[src/rtl/ls_wp_pkg.sv]
package ls_wp_pkg;

  typedef enum logic [1:0] {
    CMP_EQ = 2'd0,
    CMP_NE = 2'd1,
    CMP_GT = 2'd2,
    CMP_LT = 2'd3
  } cmp_cond_e;

  typedef enum logic [1:0] {
    SZ_BYTE = 2'd0,
    SZ_HALF = 2'd1,
    SZ_WORD = 2'd2,
    SZ_WRSV = 2'd3
  } acc_size_e;

  function automatic logic cond_hit(cmp_cond_e c, logic eq, logic gt);
    logic r;
    unique case (c)
      CMP_EQ:  r = eq;
      CMP_NE:  r = !eq;
      CMP_GT:  r = gt;
      default: r = !eq && !gt;
    endcase
    return r;
  endfunction

endpackage

[src/rtl/ls_wp_addr_cmp.sv]
module ls_wp_addr_cmp
  import ls_wp_pkg::*;
#(
  parameter int ADDR_W = 32
) (
  input  logic              en_i,
  input  logic [ADDR_W-1:0] val_i,
  input  logic [1:0]        cond_i,
  input  logic [1:0]        size_i,
  input  logic [ADDR_W-1:0] addr_i,
  output logic              hit_o
);

  logic [ADDR_W-1:0] lo_mask;
  logic [ADDR_W-1:0] am, vm;

  // drop the address bits that fall inside the transfer width
  always_comb begin
    unique case (acc_size_e'(size_i))
      SZ_BYTE: lo_mask = '1;
      SZ_HALF: lo_mask = {{(ADDR_W-1){1'b1}}, 1'b0};
      default: lo_mask = {{(ADDR_W-2){1'b1}}, 2'b00};
    endcase
  end

  assign am    = addr_i & lo_mask;
  assign vm    = val_i & lo_mask;
  assign hit_o = !en_i || cond_hit(cmp_cond_e'(cond_i), am == vm, am > vm);

endmodule

[src/rtl/ls_wp_data_cmp.sv]
module ls_wp_data_cmp
  import ls_wp_pkg::*;
#(
  parameter int DATA_W = 32,
  localparam int NB    = DATA_W / 8
) (
  input  logic              en_i,
  input  logic [DATA_W-1:0] val_i,
  input  logic [1:0]        cond_i,
  input  logic [NB-1:0]     mask_i,
  input  logic [DATA_W-1:0] data_i,
  output logic              hit_o
);

  logic [DATA_W-1:0] lane_m;
  logic [DATA_W-1:0] dm, vm;

  for (genvar l = 0; l < NB; l++) begin : g_lane
    assign lane_m[l*8 +: 8] = {8{mask_i[l]}};
  end

  // zeroed lanes are equal on both sides, so ordering follows the enabled lanes
  assign dm    = data_i & lane_m;
  assign vm    = val_i & lane_m;
  assign hit_o = !en_i || (mask_i == '0) ||
                 cond_hit(cmp_cond_e'(cond_i), dm == vm, dm > vm);

endmodule

[src/rtl/ls_wp_evt.sv]
module ls_wp_evt #(
  parameter int TAG_W = 4,
  parameter int CNT_W = 16
) (
  input  logic             clk_i,
  input  logic             rst_ni,
  input  logic             valid_i,
  input  logic             match_i,
  input  logic [TAG_W-1:0] tag_i,
  output logic             wp_o,
  output logic [CNT_W-1:0] cnt_o
);

  logic [TAG_W-1:0] tag_q;
  logic             tag_vld_q;
  logic             rep_q;
  logic             wp_q;
  logic [CNT_W-1:0] cnt_q;
  logic             fresh;
  logic             fire;

  assign fresh = !tag_vld_q || (tag_i != tag_q);
  assign fire  = valid_i && match_i && (fresh || !rep_q);

  always_ff @(posedge clk_i or negedge rst_ni) begin
    if (!rst_ni) begin
      tag_q     <= '0;
      tag_vld_q <= 1'b0;
      rep_q     <= 1'b0;
      wp_q      <= 1'b0;
      cnt_q     <= '0;
    end else begin
      wp_q <= fire;
      if (valid_i) begin
        tag_q     <= tag_i;
        tag_vld_q <= 1'b1;
        rep_q     <= (rep_q && !fresh) || match_i;
      end
      if (fire) cnt_q <= cnt_q + CNT_W'(1);
    end
  end

  assign wp_o  = wp_q;
  assign cnt_o = cnt_q;

endmodule

[src/rtl/ls_wp_cmp.sv]
module ls_wp_cmp #(
  parameter int ADDR_W = 32,
  parameter int DATA_W = 32,
  parameter int TAG_W  = 4,
  parameter int CNT_W  = 16,
  parameter int N_DCMP = 2
) (
  input  logic                         clk_i,
  input  logic                         rst_ni,
  input  logic                         addr_en_i,
  input  logic [ADDR_W-1:0]            addr_val_i,
  input  logic [1:0]                   addr_cond_i,
  input  logic [N_DCMP-1:0]            dcmp_en_i,
  input  logic [N_DCMP*DATA_W-1:0]     dcmp_val_i,
  input  logic [2*N_DCMP-1:0]          dcmp_cond_i,
  input  logic [N_DCMP*(DATA_W/8)-1:0] dcmp_mask_i,
  input  logic                         acc_valid_i,
  input  logic [ADDR_W-1:0]            acc_addr_i,
  input  logic [1:0]                   acc_size_i,
  input  logic [DATA_W-1:0]            acc_data_i,
  input  logic [TAG_W-1:0]             acc_tag_i,
  output logic                         wp_o,
  output logic [CNT_W-1:0]             wp_cnt_o
);

  localparam int NB = DATA_W / 8;

  logic              a_hit;
  logic [N_DCMP-1:0] d_hit;
  logic              any_en;
  logic              match;

  ls_wp_addr_cmp #(.ADDR_W(ADDR_W)) i_acmp (
    .en_i   (addr_en_i),
    .val_i  (addr_val_i),
    .cond_i (addr_cond_i),
    .size_i (acc_size_i),
    .addr_i (acc_addr_i),
    .hit_o  (a_hit)
  );

  for (genvar k = 0; k < N_DCMP; k++) begin : g_dcmp
    ls_wp_data_cmp #(.DATA_W(DATA_W)) i_dcmp (
      .en_i   (dcmp_en_i[k]),
      .val_i  (dcmp_val_i[k*DATA_W +: DATA_W]),
      .cond_i (dcmp_cond_i[2*k +: 2]),
      .mask_i (dcmp_mask_i[k*NB +: NB]),
      .data_i (acc_data_i),
      .hit_o  (d_hit[k])
    );
  end

  assign any_en = addr_en_i || (|dcmp_en_i);
  assign match  = any_en && a_hit && (&d_hit);

  ls_wp_evt #(.TAG_W(TAG_W), .CNT_W(CNT_W)) i_evt (
    .clk_i   (clk_i),
    .rst_ni  (rst_ni),
    .valid_i (acc_valid_i),
    .match_i (match),
    .tag_i   (acc_tag_i),
    .wp_o    (wp_o),
    .cnt_o   (wp_cnt_o)
  );

endmodule

[config.mk]
export PLATFORM = sky130hd
export DESIGN_NAME = ls_wp_cmp
export DESIGN_NICKNAME = d
export VERILOG_FILES = /design/src/rtl/ls_wp_pkg.sv /design/src/rtl/ls_wp_addr_cmp.sv /design/src/rtl/ls_wp_data_cmp.sv /design/src/rtl/ls_wp_evt.sv /design/src/rtl/ls_wp_cmp.sv
export SDC_FILE = /design/constraint.sdc
export NUM_CORES = 1
export LEC_CHECK = 0
export ABC_CLOCK_PERIOD_IN_PS = 2710
export BUFFER_PORTS_ARGS = -buffer_cell sky130_fd_sc_hd__buf_2
export CAP_MARGIN = 25
export CORE_MARGIN = 1
export CORE_UTILIZATION = 48
export DETAILED_ROUTE_END_ITERATION = 12
export PLACE_DENSITY_LB_ADDON = 0.1
export SYNTH_ARGS = -nofsm -noshare
export SYNTH_HDL_FRONTEND = slang
export SYNTH_SLANG_ARGS = --single-unit
[constraint.sdc]
create_clock -name clk_i -period 2.71 [get_ports clk_i]
set_input_delay 0.542 -clock clk_i [delete_from_list [all_inputs] [get_ports clk_i]]
set_output_delay 0.542 -clock clk_i [all_outputs]
set_load 0.01 [all_outputs]
## After elaboration in Yosys (flattened, before gate mapping)

Index checks and enable logic that the tools add are counted.

- Reduce and logical (&&, ||, !) cells: 37
- $lt $le $gt $ge: 3
- Add/sub/neg operators: 1
- Eq/ne operators: 11
- Multiplexer cells: 4
- Divide/modulo/power cells: 0
- Shifts and indexed selects: 0
- Bitwise logic cells: 6
- Multiply operators: 0

Operator list:

| kind | count |
|---|---|
| AND 32 bit | 6 |
| equality test 32 bit | 3 |
| > comparator 32 bit | 3 |
| adder 16 x 1 -> 16 bit, second input constant | 1 |
| zero test 1 bit | 12 |
| logical OR 1 bit | 9 |
| case mux 1 bit (3 select lines) | 3 |
| equality test 2 x 1 -> 1 bit, second input constant | 4 |
| logical AND 1 bit | 8 |
| zero test 2 bit | 4 |
| zero test 4 bit | 2 |
| equality test 2 bit, second input constant | 3 |
| inequality test 4 bit | 1 |
| case mux 2 bit (2 select lines) | 1 |
| AND reduction 2 bit | 1 |
| OR reduction 2 bit | 1 |

- Flip-flop bits (word level): 23
- Memories: 0
- Memory bits (writable): 0
- Word-level logic and storage cells: 67
- Latch bits: 0
- Output and inout bits: 17
- Input port bits: 186
- Memory bits (read-only): 0

## Longest topological paths before layout

- Word-level depth: 12
- Gate-level depth with buffers: 13
- Depth with buffers taken out: 12

## Cells and area by module

A second synthesis with hierarchy kept.

- Cell total of the unflattened synthesis: 520
- Area, all modules: 4269.1 um^2

By module, submodules not included:

| module | area an instance (um^2) | sequential area each (um^2) | times used | cells an instance |
|---|---|---|---|---|
| ls_wp_data_cmp | 1128.6 | 0.0 | 2 | 156 |
| ls_wp_evt | 1096.1 | 575.6 | 1 | 84 |
| ls_wp_addr_cmp | 897.1 | 0.0 | 1 | 121 |
| ls_wp_cmp | 18.8 | 0.0 | 1 | 3 |

## Worst setup path after synthesis

No wires, ideal clock.

- Path type: input to register
- From: input port dcmp_mask_i[0]
- To: register i_evt.cnt_q[1] (netlist: i_evt.cnt_o[1])
- Data required time: 2585 ps
- Arrival: 3133 ps
- Path slack: -549 ps
- Cell stages on the path: 12
- Setup time: 125 ps
- Buffers on the path: 1
- Cells stage by stage: clkbuf_1 -> and2_1 -> ha_1 -> a21oi_1 -> o21ai_1 -> o2bb2ai_1 -> or4_1 -> or2_1 -> a21oi_2 -> o221ai_2 -> or2_2 -> mux2_4

- Cells in the longest elaborated chain, start to end: 10
- Elaborated cells on any way between the ends: 15
- Those cells by class: order compare: 1; eq/ne: 1; mux: 1; bitwise: 2; reduce/logical: 10

Ends and longest elaborated chain:

| what | RTL line | RTL |
|---|---|---|
| start, declared | ls_wp_cmp.sv:16 | `input logic [N_DCMP*(DATA_W/8)-1:0] dcmp_mask_i,` |
| AND 32 bit, on equally long branches | ls_wp_data_cmp.sv:23, ls_wp_data_cmp.sv:24 |  |
| > comparator 32 bit or equality test 32 bit (tied branches) | ls_wp_data_cmp.sv:26 | `cond_hit(cmp_cond_e'(cond_i), dm == vm, dm > vm);` |
| zero test 1 bit, on equally long branches | ls_wp_pkg.sv:23, ls_wp_pkg.sv:21 |  |
| logical AND 1 bit | ls_wp_pkg.sv:23 | `default: r = !eq && !gt;` |
| case mux 1 bit (3 select lines) | ls_wp_pkg.sv:19 | `unique case (c)` |
| logical OR 1 bit (*) | ls_wp_data_cmp.sv:25 | `assign hit_o = !en_i \|\| (mask_i == '0) \|\|` |
| AND reduction 2 bit (*) | ls_wp_cmp.sv:54 | `assign match = any_en && a_hit && (&d_hit);` |
| logical AND 1 bit (*) | ls_wp_cmp.sv:54 |  |
| logical AND 1 bit (*) (2 in a row) | ls_wp_evt.sv:23 | `assign fire = valid_i && match_i && (fresh \|\| !rep_q);` |
| end signal, assigned | ls_wp_evt.sv:39 | `if (fire) cnt_q <= cnt_q + CNT_W'(1);` |
| end, declared | ls_wp_evt.sv:18 | `logic [CNT_W-1:0] cnt_q;` |

Mark *: on every way between the ends. The rest lies on a longest branch, timed or not.
A chain may end at the register's enable or synchronous reset.

## Worst setup path in the final report

- From: input port dcmp_mask_i[4]
- To: register i_evt.cnt_q[1] (netlist: i_evt.cnt_o[1])

Same word-level chain as after synthesis.

==> flow_summary_export.csv <==
group,metric,value,unit
outcome,status,"complete, but fails checks",
outcome,violations,"setup timing",
logic_synthesis,yosysSeqAreaShare,13.81,%
cts,hold_buffers,0,
critical_path,cp-end-kind,"register",
power_and_ir_drop,powerDensity,278.0,mW/mm²
critical_path,crit_slowest_cell,"a221o_1",
die,core_area,0.008299,mm²
critical_path,rr_startpoint,"i_evt.cnt_o[3]",
timing,rsz0062_at_grt,"yes",
die,dieArea,0.009056,mm²
logic_synthesis,syn-cell-area,0.004166,mm²
cells_and_area,register_area,575.6,µm²
detailed_routing,drc_errors,0,
critical_path,cp-startpoint,"dcmp_mask_i[4]",
detailed_routing,wirelength,12320,µm
cells_and_area,area_growth,52.31,%
timing,fmax,0.3273,GHz
logic_synthesis,synth.top_cell.area_share,29.13,%
global_routing,grt_start_max_net_pins,24,
die,start_util,50.20,%
logic_synthesis,synth_edf_count,0,
die,die_x,95.17,µm
placed_design,dpl_cell_area,0.005788,mm²
logic_synthesis,synthFlopType,"dfrtp_1",
timing,finalHoldViolCount,0,
critical_path,cp-start-kind,"input pin",
timing,finalCriticalPeriod,3.055,ns
detailed_routing,drtIter0Drc,140,
cells_and_area,fin_util,76.47,%
logic_synthesis,synth.area.top_cells,"ha_1, dfrtp_1, and2_1, nand2_1, a21oi_1",
logic_synthesis,ys_types,52,
critical_path,cp_slowest_stage_delay,0.42,ns
timing,skew,0.004446,ns
detailed_routing,firstDrtPassIters,5,
die,rows,33,
logic_synthesis,ys_ff_latch,23,
cts,insertion_delay,0.26,ns
global_routing,grt-ovfl-total,0,
cts,cts_sinks,23,
critical_path,critPathTopFamily,"compound AO/OA/AOI/OAI gates",
detailed_routing,avgViaCountPerCell,5.304,
detailed_routing,antenna_left,0,
logic_synthesis,yosysWarnings,0,
critical_path,cp.required,2.86,ns
die,ioPinCount,203,
placed_design,io_buffers,202,
detailed_routing,wl_per_cell,13.52,µm
cells_and_area,drive_above_1_share,43.05,%
logic_synthesis,syn-instance-count,548,
critical_path,worstPathMaxFanout,14,
critical_path,rrSetupSlack,0.45,ns
placed_design,dpl.hpwl,10170,µm
logic_synthesis,synth_commonest_cells,"nand2_1, ha_1, and2_1",
critical_path,worstRegToRegCells,8,
cts,clkTransAtPathRegs,0.08,ns
global_routing,grt_first_pass_wirelength,19090,µm
critical_path,arrival,3.21,ns
timing,post-route-period-util,112.7,%
power_and_ir_drop,ir_drop,0.2241,mV
logic_synthesis,avgSynthCellArea,7.603,µm²
power_and_ir_drop,leakagePower,3.268,nW
cts,root_buffer,"clkbuf_8",
die,die_y,95.17,µm
logic_synthesis,synth_nets,831,
critical_path,r2r_end,"i_evt.cnt_o[15]",
timing,timing.final.ws_setup,-0.3449,ns
timing,report.final.slew_viol_count,0,
cts,cts_max_level,1,
global_routing,antenna_found_initial,0,
cells_and_area,stdcell_area,0.006346,mm²
detailed_routing,vias,4832,
placed_design,gp_congestion,0.8428,
hold_path,hold_class,"input pin to asynchronous set/reset pin",
cells_and_area,fillers,619,
logic_synthesis,synth_most_common_cell,"nand2_1",
cts,cts_tree,"built",
logic_synthesis,post-synth-top-area-cell,"ha_1",
cells_and_area,diodes,0,
flow_run,cap_violations,0,
logic_synthesis,async_flop_share,100.0,%
critical_path,path_buf_inv,1,
global_routing,first_global_vias,4701,
cells_and_area,multi_input_area,0.003911,mm²
timing,tightestPinTransition,0.5327,ns
critical_path,path_cells,"clkbuf_4 -> and2_1 -> ha_1 -> a21oi_1 -> o21ai_0 -> a221o_1 -> o31ai_4 -> nand4_1 -> o21ai_2 -> o221ai_4 -> or2_4 -> mux2_4",
cts,clk_path_buf_depth,2,
timing,maxSlewHeadroom,64.02,%
cts,numCtsBuffers,3,
cells_and_area,nNetsFinal,1090,
critical_path,critPathKind,"input pin to register",
global_routing,track_usage,26.01,%
timing,setup_viol,17,
-- worst max path at each step --
stage	endpoint	slack [ns]	cells past startpoint
after floorplan	i_evt.cnt_o[1]	-0.37	12
after global placement	i_evt.cnt_o[1]	-0.70	12
after detailed placement	i_evt.cnt_o[11]	-0.76	13
after CTS	i_evt.cnt_o[1]	-0.31	12
after global routing	i_evt.cnt_o[1]	-0.46	10
final	i_evt.cnt_o[1]	-0.34	12
-- metal layers --
| metal | vias to the layer above | part of all wire (%) | global-route usage, % |
|---|---|---|---|
| met3 | 36 | 4.6 | 2.313 |
| met2 | 154 | 52 | 49.05 |
| met4 | 0 | 2.8 | 9.470 |
| li1 | 2482 | - | - |
| met1 | 2160 | 40 | 30.10 |
| met5 | - | 0 | 0 |
-- layout by cell type (no fill, tap or decap), types with 3 or more instances in the layout --
| cell | synthesis | routed |
|---|---|---|
| a21oi_1 | 40 | 35 |
| a21oi_2 | 3 | 6 |
| and2_1 | 66 | 56 |
| and2_4 | 0 | 10 |
| buf_2 | 0 | 195 |
| buf_4 | 0 | 63 |
| clkbuf_8 | 0 | 3 |
| dfrtp_1 | 23 | 23 |
| ha_1 | 97 | 82 |
| ha_4 | 0 | 14 |
| inv_1 | 41 | 41 |
| mux2_2 | 3 | 3 |
| nand2_1 | 98 | 92 |
| nand2_2 | 0 | 6 |
| nand2b_1 | 5 | 5 |
| nand3_1 | 15 | 15 |
| nand4_1 | 26 | 26 |
| nor2_1 | 12 | 11 |
| nor2b_1 | 5 | 4 |
| nor3_1 | 8 | 3 |
| nor3_4 | 0 | 3 |
| nor4_1 | 10 | 3 |
| nor4_2 | 4 | 5 |
| nor4_4 | 1 | 7 |
| o211ai_1 | 4 | 4 |
| o21ai_0 | 14 | 13 |
| xnor2_1 | 4 | 3 |
| xor2_1 | 15 | 15 |
-- final cells by class --
| cell class | instances | share of cell area [%] |
|---|---|---|
| timing repair buffer | 264 | 24.09 |
| inverter | 41 | 2.425 |
| multi-input combinational | 474 | 61.63 |
| sequential | 23 | 9.069 |
| clock buffer | 4 | 0.7098 |
| tap | 105 | 2.070 |
-- worst reg2reg max path: stages, from the launching register on --
cell and delay, ns:
dfrtp_1 0.42, and3_1 0.22, and3_1 0.22, nand3_1 0.15, nor2_1 0.20, nand3_1 0.17
or3_1 0.46, nor3_4 0.19, xor2_1 0.16
-- kinds of logic after synthesis --
family / after synthesis / share of synthesized area [%]
DFF: 23 / 13.81
adders and majority gates: 97 / 29.13
muxes: 4 / 1.171
AOI/OAI and AO/OA: 90 / 13.60
buffers and inverters: 52 / 4.865
and+or+nand+nor: 263 / 33.42
xor gates and xnor gates: 19 / 3.994
-- metrics by stage --
stage               setup WS [ns]  cells  setup TNS [ns]  power, W  hold WS (ns)
floorplan                 -0.3681    548          -3.736  0.001020        0.2464
global placement          -0.7014    895          -10.49  0.001392        0.4508
detailed placement        -0.7597    895          -11.71  0.001434        0.4582
CTS                       -0.3144    906          -4.309  0.001688        0.2585
global route              -0.4552    911          -6.306  0.001915        0.2783
finish                    -0.3449    911          -4.178  0.001764        0.2390
-- flip-flops by register name (all words and copies together), names as in the netlist --
| name | count |
|---|---|
| i_evt.cnt_o | 16 |
| i_evt.rep_q | 1 |
| i_evt.tag_q | 4 |
| i_evt.tag_vld_q | 1 |
| i_evt.wp_o | 1 |
-- where the power goes --
group | total [W] | internal [W] | leakage [nW] | switching [W]
logic | 0.00107 | 0.000527 | 2.96 | 0.000539
clock network | 0.000211 | 0.000105 | 0.0228 | 0.000106
registers | 0.000487 | 0.000410 | 0.284 | 0.0000770
-- timing repair --
| item | 4_1_cts | 5_1_grt |
|---|---|---|
| buffers inserted | 6 | 5 |
| cloned | 1 | 0 |
| hold endpoints to repair | 0 | 0 |
| setup endpoints to repair | 17 | 18 |
| gates resized for setup | 27 | 56 |
| pin swaps | 17 | 40 |
Note: power is estimated with default switching activity, not from simulation.
